### src/rtl/spi_fifo_pkg.sv
package spi_fifo_pkg;
  localparam int ADDR_W = 3;
  localparam logic [ADDR_W-1:0] A_TXDATA = 3'd0;
  localparam logic [ADDR_W-1:0] A_RXDATA = 3'd1;
  localparam logic [ADDR_W-1:0] A_TXMARK = 3'd2;
  localparam logic [ADDR_W-1:0] A_RXMARK = 3'd3;
  localparam logic [ADDR_W-1:0] A_ENABLE = 3'd4;
  localparam logic [ADDR_W-1:0] A_PEND   = 3'd5;
  localparam int FLAG_BIT = 31;
endpackage

### src/rtl/byte_fifo.sv
module byte_fifo #(
  parameter int DEPTH = 8,
  parameter int DW    = 8,
  localparam int PW   = (DEPTH > 1) ? $clog2(DEPTH) : 1,
  localparam int CW   = $clog2(DEPTH + 1)
) (
  input  logic          clk,
  input  logic          rst,
  input  logic          push,
  input  logic [DW-1:0] din,
  input  logic          pop,
  output logic [DW-1:0] dout,
  output logic [CW-1:0] count,
  output logic          full,
  output logic          empty
);
  logic [DW-1:0] mem [DEPTH];
  logic [PW-1:0] wptr, rptr;
  logic push_ok, pop_ok;

  assign full    = (count == CW'(DEPTH));
  assign empty   = (count == '0);
  assign push_ok = push && !full;
  assign pop_ok  = pop && !empty;

  function automatic logic [PW-1:0] nxt(input logic [PW-1:0] p);
    return (p == PW'(DEPTH - 1)) ? '0 : p + 1'b1;
  endfunction

  always_ff @(posedge clk) begin
    if (push_ok) mem[wptr] <= din;
  end

  always_ff @(posedge clk) begin
    if (pop_ok) dout <= mem[rptr];
  end

  always_ff @(posedge clk) begin
    if (rst) begin
      wptr  <= '0;
      rptr  <= '0;
      count <= '0;
    end else begin
      if (push_ok) wptr <= nxt(wptr);
      if (pop_ok)  rptr <= nxt(rptr);
      case ({push_ok, pop_ok})
        2'b10:   count <= count + 1'b1;
        2'b01:   count <= count - 1'b1;
        default: count <= count;
      endcase
    end
  end

  AST_NO_OVERFLOW: assert property (@(posedge clk) disable iff (rst)
    count <= CW'(DEPTH));
  AST_FULL_DROP: assert property (@(posedge clk) disable iff (rst)
    (push && full && !pop) |=> $stable(count));
  AST_EMPTY_POP: assert property (@(posedge clk) disable iff (rst)
    (pop && empty && !push) |=> (count == '0));
endmodule

### src/rtl/spi_wm_irq.sv
module spi_wm_irq #(
  parameter int DEPTH = 8,
  localparam int CW   = $clog2(DEPTH + 1)
) (
  input  logic          clk,
  input  logic          rst,
  input  logic          wr_txmark,
  input  logic          wr_rxmark,
  input  logic          wr_enable,
  input  logic [31:0]   wdata,
  input  logic [CW-1:0] tx_count,
  input  logic [CW-1:0] rx_count,
  output logic [CW-1:0] tx_mark,
  output logic [CW-1:0] rx_mark,
  output logic [1:0]    enable,
  output logic [1:0]    pend,
  output logic          irq
);
  always_ff @(posedge clk) begin
    if (rst) begin
      tx_mark <= CW'(1);
      rx_mark <= '0;
      enable  <= '0;
    end else begin
      if (wr_txmark) tx_mark <= wdata[CW-1:0];
      if (wr_rxmark) rx_mark <= wdata[CW-1:0];
      if (wr_enable) enable  <= wdata[1:0];
    end
  end

  assign pend[0] = (tx_count < tx_mark);
  assign pend[1] = (rx_count > rx_mark);

  always_ff @(posedge clk) begin
    if (rst) irq <= 1'b0;
    else     irq <= |(pend & enable);
  end

  AST_IRQ_NEEDS_ENABLE: assert property (@(posedge clk) disable iff (rst)
    irq |-> ($past(enable) != 2'b00));
  AST_RESET_MARKS: assert property (@(posedge clk) disable iff (rst)
    $past(rst) |-> (tx_mark == CW'(1) && rx_mark == '0 && enable == '0));
endmodule

### src/rtl/spi_fifo_pair.sv
module spi_fifo_pair
  import spi_fifo_pkg::*;
#(
  parameter int DEPTH = 8,
  localparam int CW   = $clog2(DEPTH + 1)
) (
  input  logic              clk,
  input  logic              rst,
  input  logic              reg_wr,
  input  logic              reg_rd,
  input  logic [ADDR_W-1:0] reg_addr,
  input  logic [31:0]       reg_wdata,
  output logic [31:0]       reg_rdata,
  output logic              eng_tx_avail,
  input  logic              eng_tx_pop,
  output logic [7:0]        eng_tx_data,
  input  logic              eng_rx_push,
  input  logic [7:0]        eng_rx_data,
  output logic              irq
);
  logic [CW-1:0] tx_count, rx_count, tx_mark, rx_mark;
  logic          tx_full, tx_empty, rx_full, rx_empty;
  logic [7:0]    rx_dout;
  logic [1:0]    enable, pend;
  logic [31:0]   rdata_q;
  logic          sel_rx_q, rx_empty_q;
  logic          rd_rx;

  assign rd_rx = reg_rd && (reg_addr == A_RXDATA);

  byte_fifo #(.DEPTH(DEPTH), .DW(8)) u_txq (
    .clk(clk), .rst(rst),
    .push(reg_wr && (reg_addr == A_TXDATA)), .din(reg_wdata[7:0]),
    .pop(eng_tx_pop), .dout(eng_tx_data),
    .count(tx_count), .full(tx_full), .empty(tx_empty)
  );

  byte_fifo #(.DEPTH(DEPTH), .DW(8)) u_rxq (
    .clk(clk), .rst(rst),
    .push(eng_rx_push), .din(eng_rx_data),
    .pop(rd_rx), .dout(rx_dout),
    .count(rx_count), .full(rx_full), .empty(rx_empty)
  );

  spi_wm_irq #(.DEPTH(DEPTH)) u_wm (
    .clk(clk), .rst(rst),
    .wr_txmark(reg_wr && (reg_addr == A_TXMARK)),
    .wr_rxmark(reg_wr && (reg_addr == A_RXMARK)),
    .wr_enable(reg_wr && (reg_addr == A_ENABLE)),
    .wdata(reg_wdata),
    .tx_count(tx_count), .rx_count(rx_count),
    .tx_mark(tx_mark), .rx_mark(rx_mark),
    .enable(enable), .pend(pend), .irq(irq)
  );

  assign eng_tx_avail = !tx_empty;

  always_ff @(posedge clk) begin
    if (rst) begin
      rdata_q    <= '0;
      sel_rx_q   <= 1'b0;
      rx_empty_q <= 1'b0;
    end else begin
      sel_rx_q   <= rd_rx;
      rx_empty_q <= rx_empty;
      rdata_q    <= '0;
      if (reg_rd) begin
        case (reg_addr)
          A_TXDATA: rdata_q[FLAG_BIT] <= tx_full;
          A_TXMARK: rdata_q[CW-1:0]   <= tx_mark;
          A_RXMARK: rdata_q[CW-1:0]   <= rx_mark;
          A_ENABLE: rdata_q[1:0]      <= enable;
          A_PEND:   rdata_q[1:0]      <= pend;
          default:  rdata_q           <= '0;
        endcase
      end
    end
  end

  always_comb begin
    if (sel_rx_q)
      reg_rdata = rx_empty_q ? (32'd1 << FLAG_BIT) : {24'd0, rx_dout};
    else
      reg_rdata = rdata_q;
  end

  AST_RX_EMPTY_READ: assert property (@(posedge clk) disable iff (rst)
    (rd_rx && rx_empty) |=> (reg_rdata == 32'h8000_0000));
  AST_TX_FULL_FLAG: assert property (@(posedge clk) disable iff (rst)
    (reg_rd && reg_addr == A_TXDATA && tx_full) |=> reg_rdata[31]);
  AST_AVAIL_NOT_EMPTY: assert property (@(posedge clk) disable iff (rst)
    (eng_tx_pop && eng_tx_avail && !(reg_wr && reg_addr == A_TXDATA) && tx_count == CW'(1))
      |=> !eng_tx_avail);
endmodule

### config.mk
export PLATFORM = sky130hd
export DESIGN_NAME = spi_fifo_pair
export DESIGN_NICKNAME = d
export VERILOG_FILES = /design/src/rtl/spi_fifo_pkg.sv /design/src/rtl/byte_fifo.sv /design/src/rtl/spi_wm_irq.sv /design/src/rtl/spi_fifo_pair.sv
export SDC_FILE = /design/constraint.sdc
export NUM_CORES = 1
export LEC_CHECK = 0
export BUFFER_PORTS_ARGS = -buffer_cell sky130_fd_sc_hd__buf_2
export CORE_MARGIN = 10
export CORE_UTILIZATION = 50
export CTS_BUF_LIST = sky130_fd_sc_hd__clkbuf_2 sky130_fd_sc_hd__clkbuf_4 sky130_fd_sc_hd__clkbuf_8
export CTS_CLUSTER_SIZE = 24
export DETAILED_ROUTE_END_ITERATION = 16
export PLACE_DENSITY = 0.7
export SLEW_MARGIN = 25
export SYNTH_ARGS = -nofsm -noshare
export SYNTH_HDL_FRONTEND = slang
export SYNTH_HIERARCHICAL = 1
export SYNTH_SLANG_ARGS = --single-unit
### constraint.sdc
create_clock -name clk -period 4.85 [get_ports clk]
set_input_delay 0.97 -clock clk [delete_from_list [all_inputs] [get_ports clk]]
set_output_delay 0.97 -clock clk [all_outputs]
set_load 0.01 [all_outputs]
-- Yosys cells after proc, flatten, opt, wreduce, memory -nomap -nowiden
Memories as Yosys holds them, arrays and structs flattened. A register that Yosys moved wholly into a read port is not among the register bits.
Index checks and enable logic that the tools add are counted.
- logic and storage cells: 80
- output and inout bits: 42
- register bits after elaboration: 65
- memories: 2
- bits in writable memories: 128
- input port bits: 49
- eq/ne operators: 15
- order comparisons: 2
- add/sub/neg operators: 8
- bitwise operators: 3
- muxes and demuxes: 14
- reduce and logical (&&, ||, !) cells: 21
- memories (memory ; depth ; width ; read ports ; clocked after memory_dff ; write ports ; RTL line ; source):
    u_rxq.mem ; 8 ; 8 ; 1 ; 1 ; 1 ; byte_fifo.sv:17 ; logic [DW-1:0] mem [DEPTH];
    u_txq.mem ; 8 ; 8 ; 1 ; 1 ; 1 ; byte_fifo.sv:17 ;
- operators with widths (operator ; count):
    $mux W32 ; 2
    $eq A3 B3 Y1 const B ; 6
    $pmux W4 S2 ; 2
    $add A3 B1 Y3 const B ; 4
    $mux W3 ; 4
    $logic_and A1 B1 Y1 ; 9
    $add A4 B1 Y4 const B ; 2
    $eq A4 B4 Y1 const B ; 2
    $logic_not A4 Y1 ; 2
    $pmux W2 S4 ; 1
    $sub A4 B1 Y4 const B ; 2
    $eq A3 B2 Y1 const B ; 2
    $eq A2 B1 Y1 const B ; 2
    $eq A2 B2 Y1 const B ; 2
    $gt A4 B4 Y1 ; 1
    $logic_not A1 Y1 ; 4
    $lt A4 B4 Y1 ; 1
    $mux W1 ; 4
    $pmux W2 S2 ; 1
    $reduce_bool A2 Y1 ; 2
    $reduce_or A2 Y1 ; 2
    $eq A3 B1 Y1 const B ; 1
    $logic_not A3 Y1 ; 1
    $reduce_or A3 Y1 ; 1
    other kinds (2) ; 3

-- Depth between registers and ports, before layout
Gate-level depths: netlist (run 1).
- depth after elaboration: 5
- depth in mapped cells: 12
- mapped depth without buffers: 11

-- Hierarchy
Netlist (run 1), hierarchy kept.
- by module, submodules not included (module ; cells each ; area an instance (µm²) ; seq. area each (µm²) ; instances):
    byte_fifo ; 176 ; 3259.4 ; 2362.3 ; 2
    spi_fifo_pair ; 68 ; 590.6 ; 140.1 ; 1
    spi_wm_irq ; 62 ; 583.1 ; 220.2 ; 1

-- Worst setup path before layout (run 1)
Ideal clock, no wire load.
- kind: input to register
- start point: input reg_addr[0]
- end point: register u_rxq.count[3]
- required time: 4779 ps
- arrival time: 3190 ps
- cell stages on the path: 11
- library setup time: 71 ps
- setup slack: 1589 ps
- path buffers: 1
- path through: buf_4 > nand2b_1 > nor2_1 > o41ai_1 > inv_1 > ha_1 > ha_1 > a21oi_1 > a21oi_1 > or4_1 > a21oi_1
- longest elaborated chain between the ends: 5
- elaborated cells between the ends (all ways): 7
- classes of those cells: eq/ne: 3; mux: 1; reduce/logical: 3
- RTL lines (element ; RTL line ; source):
    from (decl) ; spi_fifo_pair.sv:11 ; input logic [ADDR_W-1:0] reg_addr,
    $eq A3 B1 Y1 (*) ; spi_fifo_pair.sv:29 ; assign rd_rx = reg_rd && (reg_addr == A_RXDATA);
    $logic_and A1 B1 Y1 (*) ; spi_fifo_pair.sv:29 ;
    via rd_rx ; spi_fifo_pair.sv:27 ; logic rd_rx;
    $logic_and A1 B1 Y1 (*) ; byte_fifo.sv:24 ; assign pop_ok = pop && !empty;
    via u_rxq.pop_ok ; byte_fifo.sv:19 ; logic push_ok, pop_ok;
    $eq A2 B1 Y1 or $eq A2 B2 Y1 (tied branches) ; byte_fifo.sv:46 ; case ({push_ok, pop_ok})
    $pmux W4 S2 or $reduce_bool A2 Y1 (tied branches) ; - ;
    to (signal assigned) ; byte_fifo.sv:47 ; 2'b10: count <= count + 1'b1;
    to (signal assigned) ; byte_fifo.sv:48 ; 2'b01: count <= count - 1'b1;
    to (signal assigned) ; byte_fifo.sv:49 ; default: count <= count;
    to (decl) ; byte_fifo.sv:13 ; output logic [CW-1:0] count,
The timed path passes the listed nets; every way through them passes the cells marked *.
A chain may end at the register's enable or synchronous reset.

-- Worst setup path after layout (run 1)
- start point: register u_rxq.count[3]
- end point: register u_rxq.count[3]
- longest elaborated chain between the ends: 5
- elaborated cells between the ends (all ways): 12
- classes of those cells: add/sub: 2; eq/ne: 3; mux: 1; reduce/logical: 6
- RTL lines (element ; RTL line ; source):
    $logic_not A4 Y1 (*) ; byte_fifo.sv:22 ; assign empty = (count == '0);
    $logic_not A1 Y1 (*) ; byte_fifo.sv:24 ;
    $logic_and A1 B1 Y1 (*) ; byte_fifo.sv:24 ;
    via u_rxq.pop_ok ; byte_fifo.sv:19 ;
    $eq A2 B1 Y1 or $eq A2 B2 Y1 (tied branches) ; byte_fifo.sv:46 ;
    $pmux W4 S2 or $reduce_bool A2 Y1 (tied branches) ; - ;
Marks and branches as above.

==> out/metrics.yaml, run 1 <==
status:
  outcome: "finished, final reports clean"
die:
  rows: 45
  die_width_um: 144.0
  ios: 91
  core_mm2: 0.01515
  initial_core_util: 0.5079
  die_h_um: 144.0
  die_area_mm2: 0.02075
sta:
  fin_crit_ns: 3.516
  max_freq_mhz: 284.4
  rsz0062_at_grt: "no"
  final-hold-violation-count: 0
  max_slew_margin: 0.3340
  setup_viol: 0
  fin_skew_ns: 0.01080
  tns_ns: 0
  maxSlewViolCount: 0
  max_slew.worst_pin.slew_ns: 0.9861
  post-route-period-util: 0.7249
clocking:
  insertion_delay_ns: 0.45
  cts_tree: "built"
  root_buffer: "clkbuf_8"
  clk_pin_slew_ns: 0.09
  cts.sinks: 182
  clock_path_buffers: 2
  htree_levels: 4
  cts.repair.resized: 0
  cts_hold_buf: 0
  cts_buffers: 17
  cts_setup_buffers: 0
setup_path:
  worstSetupStartpointType: "register"
  critPathMaxStageDelay_ns: 0.93
  crit_arrival_ns: 3.89
  slowest_stage: "o41ai_1"
  required_ns: 5.23
  reg2reg_slack_ns: 1.33
  crit_fanout: 10
  reg2reg_depth: 8
  cpMostUsedCell: "a21oi_1"
  critPathKind: "register to register"
  endpoint_kind: "register"
  crit_chain: "o41ai_1, inv_1, ha_1, ha_1, a21oi_1, a21oi_1, or4_1, a21oi_1"
detailed_routing:
  routed_wl_um: 13940
  firstDrtPassIters: 4
  antenna_left: 0
  wire_per_inst_um: 18.93
  dr.first_iter.drc_count: 263
  routed-via-count: 4012
  via_per_inst: 5.451
  drc: 0
synthesis:
  yosysSeqAreaShare: 0.6610
  yosys_warnings: 6
  synth_cells: 482
  ys.flop_type: "edfxtp_1"
  synth.cell_area_mm2: 0.007692
  avgSynthCellArea_um2: 15.96
  synth_seq_cells: 182
  synth_edf_count: 144
  yosysUniqueCellTypes: 45
  async_flop_share: 0
power_and_ir_drop:
  leakagePower_nw: 2.908
  power_density_mw_per_mm2: 349.7
  ir_worst_vdd_mv: 0.1990
  power_mw: 2.935
hold_path:
  min_path_cells: 2
  hold_class: "register to register"
grt:
  grt_start_max_net_pins: 37
  antenna_found_initial: 0
  grt_pass1_vias: 4204
  grt_use_total: 0.1425
  gr-usage-met1: 0.1616
  grt_pass1_wl_um: 22400
  grt_use_met3: 0.03345
  grt.busiest_layer: "met2"
  met2_usage: 0.2493
  grt-ovfl-total: 0
run:
  maxCapViolations: 0
placed_design:
  post-dp-hpwl_um: 9434
  place_congestion: 0.7782
  io_buffers: 43
layout:
  fillers: 1170
  area_growth_pct: 9.125
  fin_nets: 607
  drive_gt1_frac: 0.2573
  num_antenna_cells: 0
[logic make-up after synthesis]
| family | Yosys count | share of synthesized area |
|---|---|---|
| flops | 182 | 0.6610 |
| simple gates | 107 | 0.07417 |
| mux | 67 | 0.1420 |
| buf+inv | 61 | 0.04668 |
| compound gates | 37 | 0.03172 |
| fa+ha+maj | 23 | 0.03936 |
| xor+xnor | 4 | 0.004554 |
| other cells | 1 | 0.0004875 |
[per-layer routing]
layer	vias up	wire, um	part of all wire
met5	-	0	0
met4	0	208	0.015
met3	17	644	0.046
met2	69	7552	0.54
met1	2033	5530	0.40
li1	1893	-	-
[state kept, by name, summed over array words and instances, names as in the netlist, 4 cells and up]
register      count
u_rxq/mem        64
u_txq/mem        64
u_rxq/dout        8
u_txq/dout        8
rdata_q           5
u_rxq/count       4
u_txq/count       4
u_wm/rx_mark      4
u_wm/tx_mark      4
[synthesized netlist by cell type, drive strengths merged, types with 13 or more instances]
master | number | area (um^2)
buf | 36 | 265.3
inv | 18 | 67.56
mux2i | 18 | 180.2
edfxtp | 144 | 4324
mux2 | 17 | 191.4
mux4 | 32 | 720.7
nor2 | 36 | 135.1
a21oi | 22 | 110.1
nor3 | 16 | 85.08
ha | 21 | 262.8
nand2 | 13 | 48.80
dfxtp | 38 | 760.7
[critical path, delay by kind of cell (launching register included)]
kind            cells  cell delay (ns)
simple gates        1             0.47
buf+inv             1             0.46
fa+ha+maj           2             0.70
flops               1             0.39
compound gates      4             1.43
[area by class of cell]
class | instances | area [um^2] | area share
clock buffer | 17 | 234.0 | 0.02787
clock inverter | 15 | 136.4 | 0.01625
inverter | 18 | 67.56 | 0.008049
multi-input combinational | 261 | 2331 | 0.2777
sequential | 182 | 5085 | 0.6058
tap | 188 | 235.2 | 0.02802
timing repair buffer | 55 | 305.3 | 0.03637
[per-stage QoR]
stage          area [um^2]    util  cells  setup WS, ns  hold slack, ns
5_1_grt               8394  0.5542    736         1.122          0.5801
6_report              8394  0.5542    736         1.334          0.5493
2_1_floorplan         7775       -    504         1.589          0.4646
3_3_place_gp          8024  0.5298    704         1.241          0.5088
3_5_place_dp          8024  0.5298    704         1.192          0.5278
4_1_cts               8394  0.5542    736         1.437          0.5512
[placed cells by master, fill, tap and decap left out, types with 18 or more instances in the layout]
master | synthesis | layout
edfxtp_1 | 144 | 144
a21oi_1 | 22 | 22
inv_1 | 18 | 18
buf_2 | 2 | 43
nor2_1 | 36 | 36
dfxtp_1 | 38 | 38
ha_1 | 21 | 21
conb_1 | 1 | 23
mux4_2 | 32 | 32
mux2i_1 | 18 | 18
[path summary, 6_finish.rpt]
path | to | start
worst max-delay path | u_rxq/count[3] | u_rxq/count[3]
worst min-delay path | u_wm/rx_mark[3] | u_wm/rx_mark[3]
worst max register to register | u_rxq/count[3] | u_rxq/count[3]
worst min register to register | u_wm/rx_mark[3] | u_wm/rx_mark[3]
[where the power goes]
group / internal, mW / leakage, nW / switching (mW)
Combinational: 0.112 / 1.11 / 0.135
Clock: 0.378 / 0.187 / 0.570
Sequential: 1.72 / 1.61 / 0.0227
Total: 2.21 / 2.91 / 0.728
No activity file was read; power rests on OpenSTA's default activity.
==> run 2, diff against run 1 <==
==> constraint.sdc (replaced) <==
create_clock -name clk -period 3.4 [get_ports clk]
set_input_delay 0.68 -clock clk [delete_from_list [all_inputs] [get_ports clk]]
set_output_delay 0.68 -clock clk [all_outputs]
set_load 0.01 [all_outputs]
==> run 2 against run 1 <==
  * Critical path depth is the same
  * Via count shrank 0.55%
  * Sequential share of layout area shrank 0.63 points
  * Clock skew grew 0.0034 ns
  * Global-route usage shrank 0.39 points
  * Sequential cell count is the same
  * Total power grew 45%
  * Register-to-register slack lost 0.92 ns
==> out/metrics.yaml, run 2 (synthesis gave the netlist of run 1 again) <==
placed_design:
  io_buffers: 43  # unchanged
  post-dp-hpwl_um: 9263  # -1.8%
  dp_slack_ns: 0.2295  # -0.9626 ns
  place_congestion: 0.8077  # +3.8%
hold_path:
  hold_class: "primary input to register"
layout:
  drive_gt1_frac: 0.2703  # +0.01297
  fillers: 1215  # +3.8%
  layout_commonest_cell: "edfxtp_1"
  fin_nets: 614  # +1.2%
  area_growth_pct: 10.26
  ff_latch_area_mm2: 0.005085  # unchanged
  reg_top3: "u_rxq/mem x64, u_txq/mem x64"
  num_antenna_cells: 0  # unchanged
  multi_input_area_mm2: 0.002338  # +0.32%
  final_cell_mix: "edfxtp_1 (144), buf_2 (43), dfxtp_1 (38)"
setup_path:
  crit_fanout: 7  # -3
  endpoint_kind: "register"
  worstSetupStartpointType: "register"
  critPathKind: "register to register"
  required_ns: 3.78  # -1.45 ns
  crit_arrival_ns: 3.37  # -0.52 ns
sta:
  max_slew.worst_pin.slew_ns: 0.9602  # -0.02591 ns
  tns_ns: 0  # unchanged
  setup_slack_ns: 0.4109  # -0.9233 ns
  max_slew_margin: 0.3575  # +0.02351
  fin_crit_ns: 2.989  # -0.5267 ns
  setup_viol: 0  # unchanged
  whs_ns: 0.4852  # -0.06406 ns
  post-route-period-util: 0.8792  # +0.1542
  max_freq_mhz: 334.5  # +18%
  maxSlewViolCount: 0  # unchanged
  rsz0062_at_grt: "no"
  fin_skew_ns: 0.01419  # +0.003387 ns
  final-hold-violation-count: 0  # unchanged
clocking:
  clk_pin_slew_ns: 0.10  # about the same
  cts_tree: "built"
  htree_levels: 4  # unchanged
  insertion_delay_ns: 0.45  # about the same
  root_buffer: "clkbuf_8"
  cts_setup_buffers: 0  # unchanged
  cts.repair.resized: 0  # unchanged
  cts.sinks: 182  # unchanged
  cts_hold_buf: 0  # unchanged
  cts_buffers: 17  # unchanged
  clock_path_buffers: 2  # unchanged
power_and_ir_drop:
  switching_share: 0.2410  # -0.006885
  leakagePower_nw: 2.962  # +1.9%
  power_density_mw_per_mm2: 500.8  # +43%
  p_seq_frac: 0.584  # -0.009
  p_comb_frac: 0.083  # about the same
  power_switching_mw: 1.024  # +41%
  power_frac_clock: 0.333  # +0.010
  internal_power_mw: 3.224  # +46%
  power_mw: 4.248  # +45%
  ir_worst_vdd_mv: 0.4920  # +150%
die:
  die_area_mm2: 0.02075  # unchanged
  core_mm2: 0.01515  # unchanged
  initial_core_util: 0.5079  # unchanged
  die_width_um: 144.0  # unchanged
  ios: 91  # unchanged
  die_h_um: 144.0  # unchanged
  rows: 45  # unchanged
grt:
  grt_start_max_net_pins: 37  # unchanged
  antenna_found_initial: 0  # unchanged
  grt_pass1_wl_um: 21840  # -2.5%
  grt_pass1_vias: 4140  # -1.5%
  grt-ovfl-total: 0  # unchanged
  grt_use_total: 0.1386  # -0.003900
run:
  maxCapViolations: 0  # unchanged
detailed_routing:
  routed_wl_um: 13510  # -3.0%
  routed-via-count: 3990  # -0.55%
  firstDrtPassIters: 4  # unchanged
  wire_per_inst_um: 18.19  # -4.0%
  via_per_inst: 5.370  # -1.5%
  dr.first_iter.drc_count: 258  # -1.9%
  antenna_left: 0  # unchanged
  drc: 0  # unchanged
status:
  outcome: "finished, final reports clean"
run 2: cell count changes in the layout (fill, tap and decap cells not counted):
cell        previous run  this run
buf_4                 12        19
inv_8                  5         2
clkinv_2               2         0
clkinv_4               0         6
o41ai_2                0         1
o41ai_1                2         1
clkinvlp_4             2         1
clkinv_1               1         0
bufinv_16              0         1
run 2: worst max-delay path, stage by stage, from the launching register on:
cell     delay [ns]
dfxtp_1        0.39
o41ai_1        0.85
inv_1          0.17
ha_1           0.27
ha_1           0.33
a21oi_1        0.19
a21oi_1        0.10
or4_1          0.47
a21oi_1        0.14
run 2: cell type report:
cell class / count / share of cell area
Sequential cell: 182 / 0.5995
Multi-Input combinational cell: 261 / 0.2757
Timing Repair Buffer: 62 / 0.04219
Tap cell: 188 / 0.02773
Clock buffer: 17 / 0.02759
Clock inverter: 15 / 0.01932
Inverter: 18 / 0.007966
run 2: power groups by stage:
stage / sequential [mW] / clock, mW / combinational, mW
after floorplan: 2.53 / 0 / 0.273
after global placement: 2.53 / 0 / 0.346
after detailed placement: 2.53 / 0 / 0.358
after CTS: 2.48 / 1.45 / 0.360
after global routing: 2.49 / 1.54 / 0.400
final: 2.48 / 1.41 / 0.353
run 2: final timing paths:
path,startpoint,end,slack [ns],cells after the start
worst max-delay path,u_txq/count[3],u_txq/count[3],0.41,8
worst min-delay path,reg_wdata[5],u_txq/mem[2][5],0.49,1
worst max register to register,u_txq/count[3],u_txq/count[3],0.41,8
worst min register to register,u_wm/enable[1],u_wm/enable[1],0.54,2
run 2: per-stage QoR:
| stage | instances | util | instance area [um^2] |
|---|---|---|---|
| 5_1_grt | 743 | 0.5600 | 8482 |
| 6_report | 743 | 0.5600 | 8482 |
| 4_1_cts | 743 | 0.5595 | 8474 |
| 3_5_place_dp | 711 | 0.5333 | 8077 |
| 2_1_floorplan | 504 | - | 7775 |
| 3_3_place_gp | 711 | 0.5333 | 8077 |
run 2: per-layer routing:
layer | up-vias | GRT usage | part of all wire | wire, um
li1 | 1916 | - | - | -
met1 | 1994 | 0.1595 | 0.41 | 5557
met2 | 69 | 0.2456 | 0.53 | 7226
met3 | 11 | 0.03870 | 0.043 | 585
met4 | 0 | 0.04084 | 0.011 | 143
met5 | - | 0 | 0 | 0
==> run 3, diff against run 2 <==
--- a/config.mk
+++ b/config.mk
@@ -8,7 +8,7 @@
 export BUFFER_PORTS_ARGS = -buffer_cell sky130_fd_sc_hd__buf_2
 export CORE_MARGIN = 10
 export CORE_UTILIZATION = 50
-export CTS_BUF_LIST = sky130_fd_sc_hd__clkbuf_2 sky130_fd_sc_hd__clkbuf_4 sky130_fd_sc_hd__clkbuf_8
+export CTS_BUF_LIST = sky130_fd_sc_hd__clkbuf_8 sky130_fd_sc_hd__clkbuf_16
 export CTS_CLUSTER_SIZE = 24
 export DETAILED_ROUTE_END_ITERATION = 16
 export PLACE_DENSITY = 0.7
==> run 3 against run 2 <==
  * Via count up 0.50%
  * Clock skew down 0.0056 ns
  * Wire length up 0.28%
  * Sequential power about the same
==> out/metrics.yaml, run 3 (synthesis gave the netlist of run 1 again) <==
setup_path:
  crit_chain: "o41ai_1, inv_1, ha_1, ha_1, a21oi_1, a21oi_1, or4_1, a21oi_1"
  required_ns: 3.75  # -0.03 ns
  worstSetupStartpointType: "register"
  crit_fanout: 7  # unchanged
  reg2reg_slack_ns: 0.38  # -0.03 ns
  endpoint_kind: "register"
  timing.rr.end: "u_txq/count[3]"
  critPathMaxStageDelay_ns: 0.87  # +0.02 ns
  reg2reg_from: "u_txq/count[3]"
  crit_arrival_ns: 3.37  # about the same
  slowest_stage: "o41ai_1"
  reg2reg_depth: 8  # unchanged
  cpMostUsedCell: "a21oi_1"
  critPathKind: "register to register"
grt:
  grt_start_max_net_pins: 37  # unchanged
  antenna_found_initial: 0  # unchanged
  grt_pass1_vias: 4147  # +0.17%
  grt_use_total: 0.1397  # +0.001144
  grt_pass1_wl_um: 21960  # +0.54%
  grt-ovfl-total: 0  # unchanged
die:
  initial_core_util: 0.5079  # unchanged
  core_mm2: 0.01515  # unchanged
  rows: 45  # unchanged
  die_h_um: 144.0  # unchanged
  ios: 91  # unchanged
  die_area_mm2: 0.02075  # unchanged
  die_width_um: 144.0  # unchanged
placed_design:
  io_buffers: 43  # unchanged
  post-dp-hpwl_um: 9263  # unchanged
  place_congestion: 0.8077  # unchanged
layout:
  fin_nets: 614  # unchanged
  final_cell_mix: "edfxtp_1 (144), buf_2 (43), dfxtp_1 (38)"
  area_growth_pct: 12.75
  drive_gt1_frac: 0.2703  # unchanged
  fin_util: 0.5727  # +0.01264
  reg_top3: "u_rxq/mem x64, u_txq/mem x64"
  layout_commonest_cell: "edfxtp_1"
  num_antenna_cells: 0  # unchanged
clocking:
  root_buffer: "clkbuf_16"
  cts_setup_buffers: 0  # unchanged
  htree_levels: 4  # unchanged
  cts_buffers: 17  # unchanged
  cts_hold_buf: 0  # unchanged
  cts.repair.resized: 0  # unchanged
  insertion_delay_ns: 0.42  # -0.03 ns
  cts.sinks: 182  # unchanged
  cts_tree: "built"
  clk_pin_slew_ns: 0.07  # -0.03 ns
  clock_path_buffers: 2  # unchanged
sta:
  tns_ns: 0  # unchanged
  max_slew_margin: 0.3791  # +0.02157
  fin_skew_ns: 0.008589  # -0.005602 ns
  maxSlewViolCount: 0  # unchanged
  max_slew.worst_pin.slew_ns: 0.9280  # -0.03223 ns
  post-route-period-util: 0.8894  # +0.01025
  max_freq_mhz: 330.7  # -1.2%
  final-hold-violation-count: 0  # unchanged
  rsz0062_at_grt: "no"
  fin_crit_ns: 3.024  # +0.03484 ns
  setup_viol: 0  # unchanged
power_and_ir_drop:
  p_comb_frac: 0.075  # -0.008
  internal_power_mw: 3.656  # +13%
  power_switching_mw: 1.077  # +5.1%
  switching_share: 0.2275  # -0.01358
  power_density_mw_per_mm2: 545.7  # +8.9%
  p_seq_frac: 0.525  # -0.059
  leakagePower_nw: 3.050  # +2.9%
  power_frac_clock: 0.400  # +0.067
  ir_worst_vdd_mv: 0.4683  # -4.8%
detailed_routing:
  antenna_left: 0  # unchanged
  routed-via-count: 4010  # +0.50%
  wire_per_inst_um: 18.24  # +0.28%
  dr.first_iter.drc_count: 252  # -2.3%
  via_per_inst: 5.397  # +0.50%
  firstDrtPassIters: 4  # unchanged
  drc: 0  # unchanged
  routed_wl_um: 13550  # +0.28%
hold_path:
  min_path_cells: 1  # unchanged
  hold_end: "u_txq/mem[2][5]"
  hold_class: "primary input to register"
  worstHoldStart: "reg_wdata[5]"
status:
  outcome: "finished, final reports clean"
run:
  maxCapViolations: 0  # unchanged
run 3: cell counts in the layout (fill, tap and decap cells not counted):
No cell type changed its count.
run 3: worst max path at each step:
stage	from	to
after detailed placement	reg_addr[2]	u_txq/count[3]
final	u_txq/count[3]	u_txq/count[3]
after global routing	u_txq/count[3]	u_txq/count[3]
after global placement	reg_addr[2]	u_txq/count[3]
after floorplan	reg_addr[0]	u_rxq/count[3]
after CTS	u_rxq/count[3]	u_rxq/count[3]
run 3: cell type report:
cell class	count	area (um^2)
inverter	18	67.56
tap	188	235.2
clock inverter	15	163.9
clock buffer	17	425.4
sequential	182	5085
timing repair buffer	62	357.8
fill	1182	6472
multi-input combinational	261	2338
run 3: power by group through the flow:
stage	sequential [mW]	combinational, mW	clock (mW)
floorplan	2.53	0.273	0
global placement	2.53	0.346	0
detailed placement	2.53	0.358	0
CTS	2.48	0.359	1.95
global route	2.49	0.400	2.04
finish	2.48	0.354	1.89
run 3: per-stage QoR:
step	std cells	hold slack, ns	setup WS, ns	instance area (um^2)	power, mW
5_1_grt	743	0.5112	0.06290	8673	4.928
3_3_place_gp	711	0.4999	0.2407	8077	2.877
6_report	743	0.5214	0.3760	8673	4.733
3_5_place_dp	711	0.5161	0.2295	8077	2.892
4_1_cts	743	0.5000	0.2746	8666	4.791
2_1_floorplan	504	0.4646	0.4291	7775	2.803
run 3: routing by layer:
layer | routed length, um | track usage | share of wire | up-vias
met5 | 0 | 0 | 0 | -
met4 | 84 | 0.04299 | 0.0062 | 0
met3 | 568 | 0.03805 | 0.042 | 7
met2 | 7300 | 0.2490 | 0.54 | 72
met1 | 5596 | 0.1595 | 0.41 | 2008
li1 | - | - | - | 1923
run 3: critical path: cells and delay by family (launching register included):
kind                     cells  cell delay, ns
flip-flops                   1            0.38
AO/OA/AOI/OAI                4            1.30
buffers and inverters        1            0.19
adder cells (fa/ha/maj)      2            0.61
AND/OR/NAND/NOR              1            0.47
